===== src/rtl/wr_stream_mode.sv =====
module wr_stream_mode #(
  parameter int unsigned AW          = 32,
  parameter int unsigned SW          = 8,
  parameter int unsigned LW          = 26,
  parameter int unsigned CW          = 16,
  parameter int unsigned COAL_LIM    = 128,
  parameter int unsigned NOALLOC_LIM = 512,
  parameter int unsigned DLY_THR     = 4,
  parameter int unsigned DEPTH       = 8
) (
  input  logic          clk,
  input  logic          rst_n,
  input  logic          clear,
  input  logic          wr_valid,
  input  logic [AW-1:0] wr_addr,
  input  logic [SW-1:0] wr_size,
  input  logic [LW-1:0] wr_line,
  input  logic          query_valid,
  input  logic [LW-1:0] query_line,
  output logic [1:0]    mode,
  output logic          allocate,
  output logic          coalesce,
  output logic          dly_needed
);
  localparam int unsigned IW   = $clog2(DEPTH);
  localparam int unsigned DCW  = $clog2(DLY_THR + 1);
  localparam int unsigned SUMW = ((CW > SW) ? CW : SW) + 1;
  localparam logic [1:0] M_ALLOC   = 2'd0;
  localparam logic [1:0] M_COAL    = 2'd1;
  localparam logic [1:0] M_NOALLOC = 2'd2;
  localparam logic [CW-1:0]  CNT_MAX = {CW{1'b1}};
  localparam logic [DCW-1:0] THR     = DCW'(DLY_THR);

  logic [1:0]    mode_q;
  logic [CW-1:0] cnt_q;
  logic [AW-1:0] next_q;
  logic          have_next_q;
  logic [DCW-1:0] ctr_q [DEPTH];

  logic [IW-1:0]   widx, qidx;
  logic            seq;
  logic [SUMW-1:0] sum, size_ext;
  logic [CW-1:0]   cnt_add, size_sat;

  assign widx     = wr_line[IW-1:0];
  assign qidx     = query_line[IW-1:0];
  assign seq      = have_next_q && (wr_addr == next_q);
  assign size_ext = SUMW'(wr_size);
  assign sum      = SUMW'(cnt_q) + size_ext;
  assign cnt_add  = (sum > SUMW'(CNT_MAX)) ? CNT_MAX : sum[CW-1:0];
  assign size_sat = (size_ext > SUMW'(CNT_MAX)) ? CNT_MAX : size_ext[CW-1:0];

  assign mode       = mode_q;
  assign allocate   = (mode_q != M_NOALLOC);
  assign coalesce   = (mode_q == M_NOALLOC);
  assign dly_needed = query_valid && (ctr_q[qidx] != '0);

  always_ff @(posedge clk or negedge rst_n) begin
    if (!rst_n) begin
      mode_q      <= M_ALLOC;
      cnt_q       <= '0;
      next_q      <= '0;
      have_next_q <= 1'b0;
    end else if (clear) begin
      mode_q      <= M_ALLOC;
      cnt_q       <= '0;
      have_next_q <= 1'b0;
    end else if (wr_valid) begin
      next_q      <= wr_addr + AW'(wr_size);
      have_next_q <= 1'b1;
      if (!seq) begin
        cnt_q  <= size_sat;
        mode_q <= M_ALLOC;
      end else if (mode_q != M_NOALLOC) begin
        cnt_q <= cnt_add;
        if (mode_q == M_ALLOC && 32'(cnt_add) > COAL_LIM)
          mode_q <= M_COAL;
        else if (mode_q == M_COAL && 32'(cnt_add) > NOALLOC_LIM)
          mode_q <= M_NOALLOC;
      end
    end
  end

  always_ff @(posedge clk or negedge rst_n) begin
    if (!rst_n) begin
      for (int i = 0; i < int'(DEPTH); i++) ctr_q[i] <= '0;
    end else if (clear) begin
      for (int i = 0; i < int'(DEPTH); i++) ctr_q[i] <= '0;
    end else begin
      for (int i = 0; i < int'(DEPTH); i++) begin
        if (wr_valid && widx == IW'(i))
          ctr_q[i] <= seq ? THR : '0;
        else if (query_valid && qidx == IW'(i) && ctr_q[i] != '0)
          ctr_q[i] <= ctr_q[i] - 1'b1;
      end
    end
  end
endmodule


===== config.mk =====
export PLATFORM = sky130hd
export DESIGN_NAME = wr_stream_mode
export DESIGN_NICKNAME = d
export VERILOG_FILES = /design/src/rtl/wr_stream_mode.sv
export SDC_FILE = /design/constraint.sdc
export NUM_CORES = 1
export LEC_CHECK = 0
export BUFFER_PORTS_ARGS = -buffer_cell sky130_fd_sc_hd__buf_2
export CAP_MARGIN = 10
export CORE_MARGIN = 2
export CORE_UTILIZATION = 45
export DETAILED_ROUTE_END_ITERATION = 6
export PLACE_DENSITY = 0.69
export SETUP_SLACK_MARGIN = 0.1
export SYNTH_ARGS = -nofsm -noshare
export SYNTH_HDL_FRONTEND = slang
export SYNTH_SLANG_ARGS = --single-unit

===== constraint.sdc =====
create_clock -name clk -period 2.6 [get_ports clk]
set_input_delay 0.13 -clock clk [delete_from_list [all_inputs] [get_ports clk]]
set_output_delay 0.13 -clock clk [all_outputs]
set_load 0.005 [all_outputs]

==> flow_summary.toml, run 1 <==
[worst_hold_path]
hp-class = "input port to flip-flop"
hold_path_depth = 3
worstHoldStart = "wr_addr[31]"
whs_endpoint = "next_q[31]"

[placed_design]
gp_congestion = 0.895
placed_cells = 881
placed_area_mm2 = 0.00622
port_buffers = 55
place_hpwl_um = 10200

[logic_synthesis]
ys_seq_elements = 75
ys_seq_area_frac = 0.335
synth-edff-count = 0
synthFlopType = "dfrtp_1"
yosysWarnings = 0
synth_area_mm2 = 0.00560
postSynthCellCount = 650
synth.distinct_cells = 67
synth_async_sr_flop_share = 1.00
syn_avg_cell_area_um2 = 8.62
synth_fp_nets = 781

[power]
combPwrFrac = 0.187
p_switching_w = 0.000911
clkPwrFrac = 0.426
total_power_w = 0.00340
sequentialPowerShare = 0.387
power.leakage_nw = 2.97
swShare = 0.268
power.density_mw_per_mm2 = 506
internal-power_w = 0.00249
vdd_drop_max_mv = 0.534

[timing]
rsz0062_at_grt = "true"
min_period_ps = 2640
clock_skew_ps = 10.5
slew_viol_final = 0
clock.fmax_ghz = 0.378
tightest_slew_ps = 983
setup_viol = 1
finalHoldViolations = 0
slew_headroom = 0.345
worst_slack_ps = -42.3
min_period_over_period = 1.02

[cells_and_area]
fillers = 1132
nets = 864
fin_cells = 906
drive_gt1_frac = 0.210
syn2layout_area_growth_pct = 20.0
n_antenna_cell = 0
finalInstanceArea_mm2 = 0.00672

[die]
initial_core_util = 0.465
die_h_um = 116
std_cell_rows = 40
die_w_um = 116
core_area_mm2 = 0.0121
boundaryPins = 102
dieArea_mm2 = 0.0134

[clock_tree]
cts_buffers = 9
clk_latency_ps = 350
clk_pin_slew_ps = 60
cts-root-buf = "clkbuf_16"
cts_tree = "yes"
htreeDepth = 3
clock_sinks = 75
clockBufferDepth = 2

[route]
via_count = 4944
wire_per_inst_um = 15.0
ant_nets = 0
drt-vias-per-instance = 5.46
first_iter_violations = 282
drtPass1Iterations = 4
routed_wl_um = 13500
drc_errors = 0

[grt]
grt_max_degree = 76
grtUsageTotal = 0.216
antenna_found_initial = 0
grt_pass1_wl_um = 23100
grt_pass1_vias = 4878
grt_overflow_total = 0

[setup_path]
start_kind = "flip-flop"
path_class = "flip-flop to flip-flop"
crit_required_ps = 2880
rr_worst_depth = 12
worst_setup_path_end_kind = "flip-flop"
worstPathArrival_ps = 2920
worstReg2RegEnd = "mode[0]"
path_max_fanout = 6
rrSetupSlack_ps = -40
r2r-start = "cnt_q[0]"
cp-startpoint = "cnt_q[0]"

[job]
maxCapViolCount = 0

[run_status]
violations = "setup timing"
outcome = "complete, but fails checks"
[worst max-delay path by stage]
| stage | cells after the start | end |
|---|---|---|
| finish | 12 | mode[0] |
| floorplan | 11 | mode[0] |
| CTS | 12 | mode[0] |
| detailed placement | 11 | mode[0] |
| global route | 12 | mode[0] |
| global placement | 9 | mode[0] |
[per-stage QoR]
step	setup TNS, ps	utilization	setup slack, ps	hold WS [ps]
final	-42.3	0.557	-42.3	99.5
after global routing	-221	0.557	-149	144
after CTS	-51.2	0.547	-51.2	99.2
after detailed placement	-84.0	0.516	-84.0	357
after global placement	-9.80	0.516	-9.80	351
after floorplan	0	-	111	-166
[final cells by class]
| class | instances | area [um^2] | share of cell area |
|---|---|---|---|
| clock buffer | 11 | 243 | 0.0361 |
| clock inverter | 5 | 100 | 0.0149 |
| inverter | 42 | 158 | 0.0235 |
| multi-input combinational | 507 | 3530 | 0.525 |
| sequential | 75 | 1880 | 0.279 |
| tap | 168 | 210 | 0.0313 |
| timing repair buffer | 98 | 607 | 0.0903 |
[registers in the layout, indices dropped and copies added, names as in the netlist]
register     cells
cnt_q           16
next_q          32
ctr_q           24
mode             2
have_next_q      1
[synth_stat cells (5+ instances only)]
library cell  count  area, um^2
nand2b_1         10        62.6
a21oi_1          28         140
and3_1           15        93.8
nor2_1           44         165
o21a_1            5        37.5
ha_1             32         400
a211oi_1         19         143
nor3_1           30         150
o21ai_0          57         285
nor4_1           12        75.1
nand3_1          12        60.1
mux2i_1           5        50.1
dfrtp_1          75        1880
clkbuf_1         16        60.1
nor3b_1           9        67.6
nor2b_1           8        50.1
a2111oi_0         6        52.6
inv_1            42         158
xor2_1           39         342
nand2_1          70         263
xnor2_1          45         394
[power groups by stage]
stage | Clock (W) | Combinational, W | Sequential (W)
floorplan | 0 | 0.000398 | 0.00132
global placement | 0 | 0.000595 | 0.00133
detailed placement | 0 | 0.000610 | 0.00134
CTS | 0.00148 | 0.000625 | 0.00132
global route | 0.00152 | 0.000714 | 0.00133
finish | 0.00145 | 0.000636 | 0.00132
[per-layer routing]
metal / vias up / global-route usage / wire, um
met3: 16 / 0.0445 / 531
met4: 0 / 0.0651 / 197
met1: 2375 / 0.281 / 6190
li1: 2448 / - / -
met5: - / 0 / 0
met2: 105 / 0.364 / 6630
[layout by cell type (no fill, tap or decap), types with 4 or more instances in the layout]
master and instances:
o211ai_1 4, inv_1 40, a211oi_1 17, nand2_1 69, and3_1 15, a2111oi_0 4
o21ai_0 53, clkbuf_16 9, nor4_1 10, xor2_1 39, xnor2_1 45, dfrtp_1 75
a21oi_1 25, nor2_1 43, nor3b_1 8, nand2b_1 8, nand3_1 11, ha_1 29
buf_4 42, buf_2 54, o21ai_1 4, nor3_1 30, mux2i_1 5, nor2b_1 8
o21a_1 5
[cells by family after synthesis]
group / after synthesis / synth area share
flip-flops: 75 / 0.335
XOR/XNOR: 84 / 0.131
buffers and inverters: 68 / 0.0549
AO/OA/AOI/OAI: 148 / 0.173
multiplexers: 8 / 0.0150
AND/OR/NAND/NOR: 233 / 0.212
adder cells (fa/ha/maj): 34 / 0.0786
[worst max-delay path, stage by stage (launching register included)]
cell and delay, ps:
dfrtp_1 340, ha_2 190, inv_2 40, fa_2 340, nand2b_4 170, a21oi_4 220
nor4_2 60, a311oi_2 230, buf_4 170, nand4_4 80, or3_1 330, a221oi_2 240
o32a_2 170
[what timing repair did]
action | CTS | global route
pin swaps | 2 | 9
hold endpoints to repair | 17 | 0
hold buffers | 1 | 0
gates cloned | 0 | 0
endpoints found under the setup margin | 7 | 12
buffers inserted | 1 | 7
gates resized for setup | 4 | 23
Power figures use the tool's default switching activity.
==> run 2, diff against run 1 <==
- CELL_PAD_IN_SITES_DETAIL_PLACEMENT: default -> 0
- CELL_PAD_IN_SITES_GLOBAL_PLACEMENT: default -> 1
- CORE_UTILIZATION: 45 -> 38
- PLACE_DENSITY: 0.69 -> default
- PLACE_DENSITY_LB_ADDON: default -> 0.1
==> flow_summary.toml, run 2 (synthesis gave the netlist of run 1 again) <==
[timing]
min_period_over_period = 1.03
worst_slack_ps = -83.9
slew_viol_final = 0
clock.fmax_ghz = 0.373
min_period_ps = 2680
clock_skew_ps = 7.40
tightest_slew_ps = 1030
hold-worst-slack_ps = -40.3
slew_headroom = 0.311
rsz0062_at_grt = "true"
finalHoldViolations = 29
setup_viol = 1

[setup_path]
path_class = "flip-flop to flip-flop"
worstPathArrival_ps = 2970
worst_setup_path_end_kind = "flip-flop"
path_max_fanout = 6
r2r-start = "cnt_q[0]"
start_kind = "flip-flop"
cp-startpoint = "cnt_q[0]"
crit_required_ps = 2880

[placed_design]
place_hpwl_um = 10800
place_ws_ps = -20.0
port_buffers = 55
gp_congestion = 0.816

[route]
wire_per_inst_um = 15.8
drtPass1Iterations = 4
ant_nets = 0
drt-vias-per-instance = 5.23
first_iter_violations = 200
routed_wl_um = 14600
via_count = 4817
drc_errors = 0

[clock_tree]
cts_tree = "yes"
htreeDepth = 3
clock_sinks = 75
clk_latency_ps = 340
clk_pin_slew_ps = 60
cts-root-buf = "clkbuf_16"
clockBufferDepth = 2
cts_buffers = 9

[cells_and_area]
fillers = 1409
reg_top3 = "next_q (32), ctr_q (24), cnt_q (16)"
largest_register_ffs = 32
drive_gt1_frac = 0.212
syn2layout_area_growth_pct = 20.9
layout_common_cells = "dfrtp_1, nand2_1, buf_2, o21ai_0, xnor2_1"
top_register = "next_q"
n_antenna_cell = 0
final_common_cell = "dfrtp_1"
nets = 863

[die]
std_cell_rows = 44
dieArea_mm2 = 0.0157
core_area_mm2 = 0.0145
die_h_um = 125
boundaryPins = 102
initial_core_util = 0.387
die_w_um = 125

[power]
power.density_mw_per_mm2 = 495
combPwrFrac = 0.196
sequentialPowerShare = 0.392
clkPwrFrac = 0.412
total_power_w = 0.00335
power.leakage_nw = 2.96
vdd_drop_max_mv = 0.330
p_switching_w = 0.000969
swShare = 0.289
internal-power_w = 0.00238

[grt]
grt_overflow_total = 0
grtUsageTotal = 0.193
grt_pass1_wl_um = 24500
grt_max_degree = 76
grt_pass1_vias = 4869
antenna_found_initial = 1

[worst_hold_path]
hp-class = "input port to async pin"

[run_status]
outcome = "complete, but fails checks"
violations = "hold timing, setup timing"

[job]
maxCapViolCount = 0
==> run 2: path summary, 6_finish.rpt <==
check | to | slack, ps | cells after the start
max in group asynchronous | next_q[22] | 1970 | 1
worst min register to register | cnt_q[2] | 490 | 2
worst max-delay path | mode[0] | -80 | 11
worst max register to register | mode[0] | -80 | 11
worst min-delay path | ctr_q[18] | -40 | 1
min in group clk | next_q[20] | 120 | 3
==> run 2: routing by layer <==
layer  vias to the layer above  track usage  wire length, um
met2                        64        0.321             6990
met3                        19       0.0368              399
met1                      2284        0.256             6960
met5                         -            0                7
li1                       2448            -                -
met4                         2       0.0562              211
==> run 2: repair_timing <==
| item | CTS | global route |
|---|---|---|
| hold buffers | 0 | 0 |
| setup endpoints to repair | 7 | 8 |
| setup buffers | 0 | 5 |
| gates resized for setup | 4 | 26 |
| pin swaps | 0 | 17 |
==> run 2: final cells by class <==
cell class,instances,area (um^2),share of cell area
clock buffer,9,225,0.0333
timing repair buffer,97,606,0.0894
tap,184,230,0.0340
clock inverter,7,100,0.0148
sequential,75,1880,0.277
inverter,42,158,0.0233
multi-input combinational,507,3580,0.528
==> run 2: power groups by stage <==
stage               clock network (W)  logic, W  registers, W
finish                        0.00138  0.000656       0.00132
global route                  0.00147  0.000749       0.00133
CTS                           0.00143  0.000642       0.00131
detailed placement                  0  0.000636       0.00134
global placement                    0  0.000629       0.00133
floorplan                           0  0.000398       0.00132
==> run 2: worst max-delay path, stage by stage, from the launching register on <==
cell	delay, ps
dfrtp_1	360
ha_2	190
inv_2	40
fa_2	350
nand2b_4	170
a21oi_4	220
nor4_2	60
a311oi_2	350
nand4_4	160
or3_1	350
a221oi_2	220
o32a_2	160
==> run 2: per-stage QoR <==
stage	instances	TNS, ps	utilization	cell area (um^2)
2_1_floorplan	650	0	-	5630
3_3_place_gp	900	0	0.433	6280
3_5_place_dp	900	-20.0	0.433	6280
4_1_cts	916	-29.5	0.458	6630
5_1_grt	921	-212	0.468	6770
6_report	921	-83.9	0.468	6770
